File: src/rtl/twophase_pkg.sv
package twophase_pkg;
  // position of the current tick inside a processor cycle
  typedef enum logic [1:0] {
    SEG_LEAD  = 2'd0,
    SEG_DEAD  = 2'd1,
    SEG_DRIVE = 2'd2,
    SEG_IDLE  = 2'd3
  } seg_e;
endpackage

File: src/rtl/twophase_cycle_seq.sv
module twophase_cycle_seq #(
  parameter int unsigned TICKS = 4,
  parameter int unsigned CW    = $clog2(2 * TICKS)
) (
  input  logic          clk_i,
  input  logic          rst_ni,
  input  logic          io_active_i,
  output logic [CW-1:0] tick_o,
  output logic          stretch_o
);
  localparam logic [CW-1:0] LAST_N = CW'(TICKS - 1);
  localparam logic [CW-1:0] LAST_S = CW'(2 * TICKS - 1);

  logic [CW-1:0] tick_q;
  logic          stretch_q;
  logic          first_q;
  logic [CW-1:0] last;

  assign last = stretch_q ? LAST_S : LAST_N;

  always_ff @(posedge clk_i or negedge rst_ni) begin
    if (!rst_ni) begin
      tick_q    <= '0;
      stretch_q <= 1'b0;
      first_q   <= 1'b1;
    end else begin
      // tick 0 is the edge on which phi1 rises: the only sampling point
      if (tick_q == '0) begin
        stretch_q <= io_active_i & ~first_q;
        first_q   <= 1'b0;
      end
      tick_q <= (tick_q == last) ? '0 : tick_q + 1'b1;
    end
  end

  assign tick_o    = tick_q;
  assign stretch_o = stretch_q;
endmodule

File: src/rtl/twophase_phase_decode.sv
module twophase_phase_decode
  import twophase_pkg::*;
#(
  parameter int unsigned TICKS = 4,
  parameter int unsigned CW    = $clog2(2 * TICKS)
) (
  input  logic          clk_i,
  input  logic          rst_ni,
  input  logic [CW-1:0] tick_i,
  input  logic          stretch_i,
  output logic          phi1_o,
  output logic          phi2_o
);
  localparam logic [CW-1:0] LEAD_END  = CW'(TICKS / 4);
  localparam logic [CW-1:0] DRIVE_BEG = CW'(TICKS / 2);
  localparam logic [CW-1:0] LAST_N    = CW'(TICKS - 1);
  localparam logic [CW-1:0] LAST_S    = CW'(2 * TICKS - 1);

  seg_e          seg;
  logic [CW-1:0] drive_end;
  logic          phi1_q, phi2_q;

  assign drive_end = stretch_i ? LAST_S : LAST_N;

  always_comb begin
    if (tick_i < LEAD_END)        seg = SEG_LEAD;
    else if (tick_i < DRIVE_BEG)  seg = SEG_DEAD;
    else if (tick_i <= drive_end) seg = SEG_DRIVE;
    else                          seg = SEG_IDLE;
  end

  // registered so the phases change cleanly on one edge
  always_ff @(posedge clk_i or negedge rst_ni) begin
    if (!rst_ni) begin
      phi1_q <= 1'b0;
      phi2_q <= 1'b0;
    end else begin
      phi1_q <= (seg == SEG_LEAD);
      phi2_q <= (seg == SEG_DRIVE);
    end
  end

  assign phi1_o = phi1_q;
  assign phi2_o = phi2_q;
endmodule

File: src/rtl/twophase_ref_div.sv
module twophase_ref_div #(
  parameter int unsigned TICKS = 4,
  parameter int unsigned RW    = $clog2(TICKS)
) (
  input  logic clk_i,
  input  logic rst_ni,
  output logic ref_o
);
  localparam logic [RW-1:0] HALF_LAST = RW'(TICKS - 1);

  logic [RW-1:0] cnt_q;
  logic          ref_q;

  always_ff @(posedge clk_i or negedge rst_ni) begin
    if (!rst_ni) begin
      cnt_q <= '0;
      ref_q <= 1'b0;
    end else if (cnt_q == HALF_LAST) begin
      cnt_q <= '0;
      ref_q <= ~ref_q;
    end else begin
      cnt_q <= cnt_q + 1'b1;
    end
  end

  assign ref_o = ref_q;
endmodule

File: src/rtl/twophase_clkgen.sv
module twophase_clkgen #(
  parameter int unsigned TICKS_PER_CYCLE = 4
) (
  input  logic clk_i,
  input  logic rst_ni,
  input  logic io_active_i,
  output logic phi1_o,
  output logic phi2_o,
  output logic ref_o
);
  localparam int unsigned CW = $clog2(2 * TICKS_PER_CYCLE);
  localparam int unsigned RW = $clog2(TICKS_PER_CYCLE);

  if (TICKS_PER_CYCLE < 4 || (TICKS_PER_CYCLE % 4) != 0) begin : g_bad_ticks
    $error("TICKS_PER_CYCLE must be a multiple of 4");
  end

  logic [CW-1:0] tick;
  logic          stretch;

  twophase_cycle_seq #(.TICKS(TICKS_PER_CYCLE), .CW(CW)) i_seq (
    .clk_i       (clk_i),
    .rst_ni      (rst_ni),
    .io_active_i (io_active_i),
    .tick_o      (tick),
    .stretch_o   (stretch)
  );

  twophase_phase_decode #(.TICKS(TICKS_PER_CYCLE), .CW(CW)) i_dec (
    .clk_i     (clk_i),
    .rst_ni    (rst_ni),
    .tick_i    (tick),
    .stretch_i (stretch),
    .phi1_o    (phi1_o),
    .phi2_o    (phi2_o)
  );

  twophase_ref_div #(.TICKS(TICKS_PER_CYCLE), .RW(RW)) i_ref (
    .clk_i  (clk_i),
    .rst_ni (rst_ni),
    .ref_o  (ref_o)
  );
endmodule

File: config.mk
export PLATFORM = sky130hd
export DESIGN_NAME = twophase_clkgen
export DESIGN_NICKNAME = d
export VERILOG_FILES = /design/src/rtl/twophase_pkg.sv /design/src/rtl/twophase_cycle_seq.sv /design/src/rtl/twophase_phase_decode.sv /design/src/rtl/twophase_ref_div.sv /design/src/rtl/twophase_clkgen.sv
export SDC_FILE = /design/constraint.sdc
export NUM_CORES = 1
export LEC_CHECK = 0
export BUFFER_PORTS_ARGS = -buffer_cell sky130_fd_sc_hd__buf_2
export CAP_MARGIN = 20
export CORE_AREA = 2 2 39 41
export DETAILED_ROUTE_END_ITERATION = 16
export DIE_AREA = 0 0 41 43
export HOLD_SLACK_MARGIN = 0.12
export SYNTH_ARGS = -nofsm -noshare
export SYNTH_HDL_FRONTEND = slang
export SYNTH_SLANG_ARGS = --single-unit
File: constraint.sdc
create_clock -name clk_i -period 1.34 [get_ports clk_i]
set_input_delay 0.067 -clock clk_i [delete_from_list [all_inputs] [get_ports clk_i]]
set_output_delay 0.067 -clock clk_i [all_outputs]
set_load 0.005 [all_outputs]
==> flow_metrics.tcl, run 1 <==
set metrics [dict create \
    clkTransAtPathRegs_ns 0.06 \
    synthArstFlopShare_pct 100 \
    dieArea_um2 1760 \
    design.core.area_um2 1380 \
    synth_edf_count 0 \
    drtPass1Iterations 3 \
    netlist_instances 31 \
    end_kind "flip-flop" \
    hold_viol_final 0 \
    htreeDepth 1 \
    max_cap_viol_count 0 \
    grt_first_pass_wirelength_um 834 \
    finalClockSkew_ns 0.00176 \
    clk-insertion-delay-late_ns 0.25 \
    tightest_slew_ns 0.218 \
    final_nets 50 \
    syn_avg_cell_area_um2 13.1 \
    ys.flop_type "dfrtp_1" \
    ant_nets 0 \
    fillerInstances 139 \
    critPathKind "reg2reg" \
    ios 6 \
    cts.sinks 10 \
    synth-compound-area-share_pct 6.79 \
    outcome "completed" \
    ir_drop_v 0.000802 \
    p_total_mw 0.763 \
    fin_cells 58 \
    worstPathRequired_ns 1.48 \
    rsz0062_at_grt "no" \
    period_share_pct 89.4 \
    cts_root_buf "clkbuf_4" \
    p_per_area_nw_per_um2 1540 \
    synth-simple-area-share_pct 10.2 \
    cts_buffers 3 \
    mappedNetlistArea_um2 405 \
    cts_setup_buffers 0 \
    max_clock_freq_ghz 0.835 \
    p_leak_nw 0.253 \
    synth.top_cells.by_area "dfrtp_1, ha_1, dfstp_2" \
    drc_errors 0 \
    synthesis.nets 38 \
    slew_violations 0 \
    synth_warnings 0 \
    synth_cell_types 14 \
    fp.dieH_um 43 \
    drt_iter0_drc 3 \
    yosysTopAreaCellShare_pct 55.6 \
    grtUsageTotal_pct 7.52 \
    wl_um 536 \
    critPathLaunchType "flip-flop" \
    tritoncts "done" \
    grt_overflow_total 0 \
    via_count 254 \
    area_delta_synth_final_pct 22.5 \
    synthMuxAreaShare_pct 2.78 \
    drive_gt1_share_pct 23.8 \
    gp_congestion 0.744 \
    rows 14 \
    synthAdderAreaFrac_pct 12.3 \
    setup_viol 0 \
    period_needed_ns 1.20 \
    grt_max_degree 11 \
    hp-class "in2async" \
    cts_max_path_buffers 2 \
    start_util_pct 29.3 \
    final.setup.tns_ns 0 \
    synth_common_cells "dfrtp_1, ha_1, inv_1" \
    antenna_found_initial 0 \
    synth_area_leader_cell "dfrtp_1" \
    crit_arrival_ns 1.34 \
    synth.yosys.seq_area_share_pct 62.0 \
    synth-xor-area-share_pct 2.16 \
    grt_pass1_vias 218 \
    ys_ff_latch 10 \
    synth_top_family_by_area "adder cells" \
    avgViaCountPerCell 4.38 \
    cp_max_fo 6 \
    wl_per_cell_um 9.24 \
    fp.dieW_um 41 \
    diodes 0 \
    yosysMostFrequentCell "dfrtp_1" \
    dp_cells 52 \
    maxSlewHeadroom_pct 85.5 \
    port_buffers 5 \
]
## through the flow
step                      utilization [%]  setup slack (ns)  instance area (um2)  hold WS (ns)
after detailed placement             32.5             0.146                  450       -0.0604
after CTS                            35.9             0.132                  497         0.196
after floorplan                         -             0.204                  405        -0.229
final                                35.9             0.142                  497         0.195
after global placement               32.5             0.176                  450       -0.0613
after global routing                 35.9            0.0901                  497         0.222
## worst paths after layout
check	start	endpoint	slack, ns	depth (start not counted)
setup reg to reg	i_seq.tick_o[2]	i_dec.phi2_o	0.14	3
hold / removal	rst_ni	i_ref.ref_o	0.20	2
max in group asynchronous	rst_ni	i_seq.first_q	0.89	2
setup / recovery	i_seq.tick_o[2]	i_dec.phi2_o	0.14	3
hold reg to reg	i_ref.cnt_q[0]	i_ref.cnt_q[0]	0.43	1
min in group clk_i	i_ref.cnt_q[0]	i_ref.cnt_q[0]	0.43	1
## metal layers
layer / global-route usage [%] / share of wire, % / vias to the layer above
li1: - / - / 128
met5: 0 / 0 / -
met1: 8.36 / 46 / 120
met2: 10.6 / 47 / 6
met4: 2.00 / 0 / 0
met3: 6.28 / 6.3 / 0
## logic make-up after synthesis
logic type               count (synthesis)
multiplexers                             1
buffers and inverters                    4
AND/OR/NAND/NOR                          7
XOR/XNOR                                 1
AO/OA/AOI/OAI                            4
adder cells (fa/ha/maj)                  4
flip-flops                              10
## state kept, by name, summed over array words and instances, names as in the netlist
register,cells
i_seq.tick_o,3
i_ref.cnt_q,2
i_dec.phi1_o,1
i_dec.phi2_o,1
i_ref.ref_o,1
i_seq.first_q,1
i_seq.stretch_o,1
## worst max-delay path: stages (launching register included)
cell and delay, ns:
dfrtp_1 0.42, ha_1 0.35, a31oi_1 0.09, o221a_1 0.23
## layout by cell type (no fill, tap or decap)
master,count
o221a_1,1
mux2_2,1
dlygate4sd3_1,2
buf_2,5
clkbuf_4,3
dfstp_2,1
a31oi_1,1
a21oi_1,1
ha_1,4
dfrtp_1,9
nor2b_1,2
o21ai_1,1
nand4bb_1,1
or2_1,1
inv_1,4
clkbuf_1,1
xor2_1,1
nor2_1,3
## area by class of cell
type,instances,area [um2],area share (%)
clock buffer,4,26.3,5.29
inverter,4,15.0,3.02
multi-input combinational,17,139,28.0
sequential,10,251,50.6
tap,16,20.0,4.03
timing repair buffer,7,45.0,9.07
## power by group
part	leakage, nW	internal [mW]	switching, mW
logic	0.117	0.0912	0.0852
clock network	0.0150	0.115	0.0945
registers	0.120	0.352	0.0254
total	0.253	0.558	0.205
## what timing repair did
action	4_1_cts	5_1_grt
hold buffers	2	0
hold endpoints to repair	11	0
resized for setup	0	0
(Power assumes the default switching activity.)
==> run 2: changes to the inputs <==
ABC_AREA = 1   (was default)
GPL_ROUTABILITY_DRIVEN = 0   (was default)
SLEW_MARGIN = 20   (was default)
==> run 2 against run 1 <==
Against the previous run: clock power about the same; first-iteration DRC count increased by 67%; core utilization decreased by 0.45 points; non-clock buffer count is the same.
==> flow_metrics.tcl, run 2 <==
set metrics [dict create \
    outcome "completed" \
    netlist_instances 35 \
    max_cap_viol_count 0 \
    maxSlewHeadroom_pct 85.6 \
    wl_met1_um 242 \
    final_common_cell "dfrtp_1" \
    via_count 258 \
    synth.yosys.seq_area_share_pct 63.0 \
    max_clock_freq_ghz 0.915 \
    dr.max_layer_used "met4" \
    period_share_pct 81.5 \
    hold_slack_ns 0.185 \
    htreeDepth 1 \
    worstPathRequired_ns 1.53 \
    cts_buffers 3 \
    clkTransAtPathRegs_ns 0.06 \
    cts_max_path_buffers 2 \
    finalClockSkew_ns 0.00331 \
    drive_gt1_share_pct 19.6 \
    r2r_slack_ns 0.25 \
    slowest_delay_ns 0.43 \
    area_delta_synth_final_pct 22.9 \
    met3_length_um 35 \
    drc_errors 0 \
    pre_cts_ws_ns 0.255 \
    grt_first_pass_wirelength_um 952 \
    critPathLaunchType "flip-flop" \
    ys.flop_type "dfrtp_1" \
    synth_cell_types 12 \
    layout_common_cells "dfrtp_1, inv_1, buf_2, nor2_1, ha_1" \
    slew_violations 0 \
    synth_edf_count 0 \
    hp-class "in2async" \
    grt_overflow_total 0 \
    synthesis.nets 42 \
    ant_nets 0 \
    tightest_slew_ns 0.216 \
    postLayoutCoreUtil_pct 35.4 \
    syn_avg_cell_area_um2 11.4 \
    antenna_found_initial 0 \
    cp_slowest_cell "dfrtp_1" \
    cts_hold_buffers 2 \
    design.core.area_um2 1380 \
    final_nets 54 \
    cts_setup_buffers 0 \
    dp_hpwl_um 431 \
    synth.top_cells.by_area "dfrtp_1, ha_1, dfstp_2" \
    synth_area_leader_cell "dfrtp_1" \
    drt_iter0_drc 5 \
    grt_max_degree 11 \
    end_kind "flip-flop" \
    mappedNetlistArea_um2 399 \
    yosysMostFrequentCell "dfrtp_1" \
    clk-insertion-delay-late_ns 0.26 \
    ir_drop_v 0.000404 \
    fp.dieW_um 41 \
    rows 14 \
    wl_met2_um 255 \
    tritoncts "done" \
    hold_viol_final 0 \
    synth_warnings 0 \
    final.setup.tns_ns 0 \
    wl_per_cell_um 9.29 \
    synthArstFlopShare_pct 100 \
    setup_ws_ns 0.247 \
    cts_root_buf "clkbuf_4" \
    drtPass1Iterations 2 \
    ys_ff_latch 10 \
    port_buffers 5 \
    period_needed_ns 1.09 \
    crit_arrival_ns 1.28 \
    grt_pass1_vias 241 \
    fp.dieH_um 43 \
    p_per_area_nw_per_um2 1500 \
    synth_common_cells "dfrtp_1, inv_1, ha_1, nor2_1, a21oi_1" \
    p_leak_nw 0.249 \
    critPathKind "reg2reg" \
    path_cells "ha_1 > nand3_1 > nand2_1 > a21oi_1" \
    setup_viol 0 \
    wl_um 576 \
    cp_max_fo 5 \
    ios 6 \
    largest_reg_flops 3 \
    cts.sinks 10 \
    grtUsageTotal_pct 9.63 \
    start_util_pct 28.8 \
    rsz0062_at_grt "no" \
    diodes 0 \
    dieArea_um2 1760 \
    avgViaCountPerCell 4.16 \
    post_cts_resized 0 \
    yosysTopAreaCellShare_pct 56.4 \
]
## run 2: changes by cell type in the layout (fill, tap and decap cells not counted), sizes merged, moves of 2 or more
| cell | change |
|---|---|
| nand3 | +2 |
| nor2b | -2 |
| nand2 | +2 |
| a21oi | +2 |
| inv | +2 |
## run 2: power breakdown
group          switching (mW)  internal [mW]
combinational          0.0749         0.0682
sequential             0.0294          0.354
clock                  0.0961          0.115
## run 2: cells by family (layout without fill, tap and decap cells)
family	after synthesis	count (layout)	synth area share, %
buf+inv	6	17	5.64
fa+ha+maj	4	4	12.5
compound gates	4	4	5.01
flops	10	10	63.0
simple gates	9	9	9.40
xor+xnor	2	2	4.39
## run 2: metrics by stage
| step | instances | power, mW | instance area [um2] |
|---|---|---|---|
| 2_1_floorplan | 35 | 0.477 | 399 |
| 3_3_place_gp | 56 | 0.528 | 444 |
| 3_5_place_dp | 56 | 0.533 | 444 |
| 4_1_cts | 62 | 0.756 | 490 |
| 5_1_grt | 62 | 0.802 | 490 |
| 6_report | 62 | 0.738 | 490 |
## run 2: critical path: cells and delay by family (launching register included)
kind,cells,cell delay (ns)
compound gates,1,0.11
fa+ha+maj,1,0.34
flops,1,0.43
simple gates,2,0.14
## run 2: routing by layer
layer	track usage (%)	vias up
li1	-	133
met1	7.97	112
met2	12.8	9
met3	3.14	4
met4	16.0	0
met5	0	-
## run 2: layout make-up
class	count	area (um2)
clock buffer	4	26.3
fill	135	893
inverter	6	22.5
multi-input combinational	19	125
sequential	10	251
tap	16	20.0
timing repair buffer	7	45.0
## run 2: path summary, 6_finish.rpt
path                                      start             end  cells after the start
worst min register to register   i_ref.cnt_q[0]  i_ref.cnt_q[0]                      1
worst min-delay path                     rst_ni    i_dec.phi2_o                      2
max in group asynchronous                rst_ni   i_seq.first_q                      2
worst max register to register  i_seq.tick_o[2]    i_dec.phi2_o                      4
worst max-delay path            i_seq.tick_o[2]    i_dec.phi2_o                      4
min in group clk_i               i_ref.cnt_q[0]  i_ref.cnt_q[0]                      1
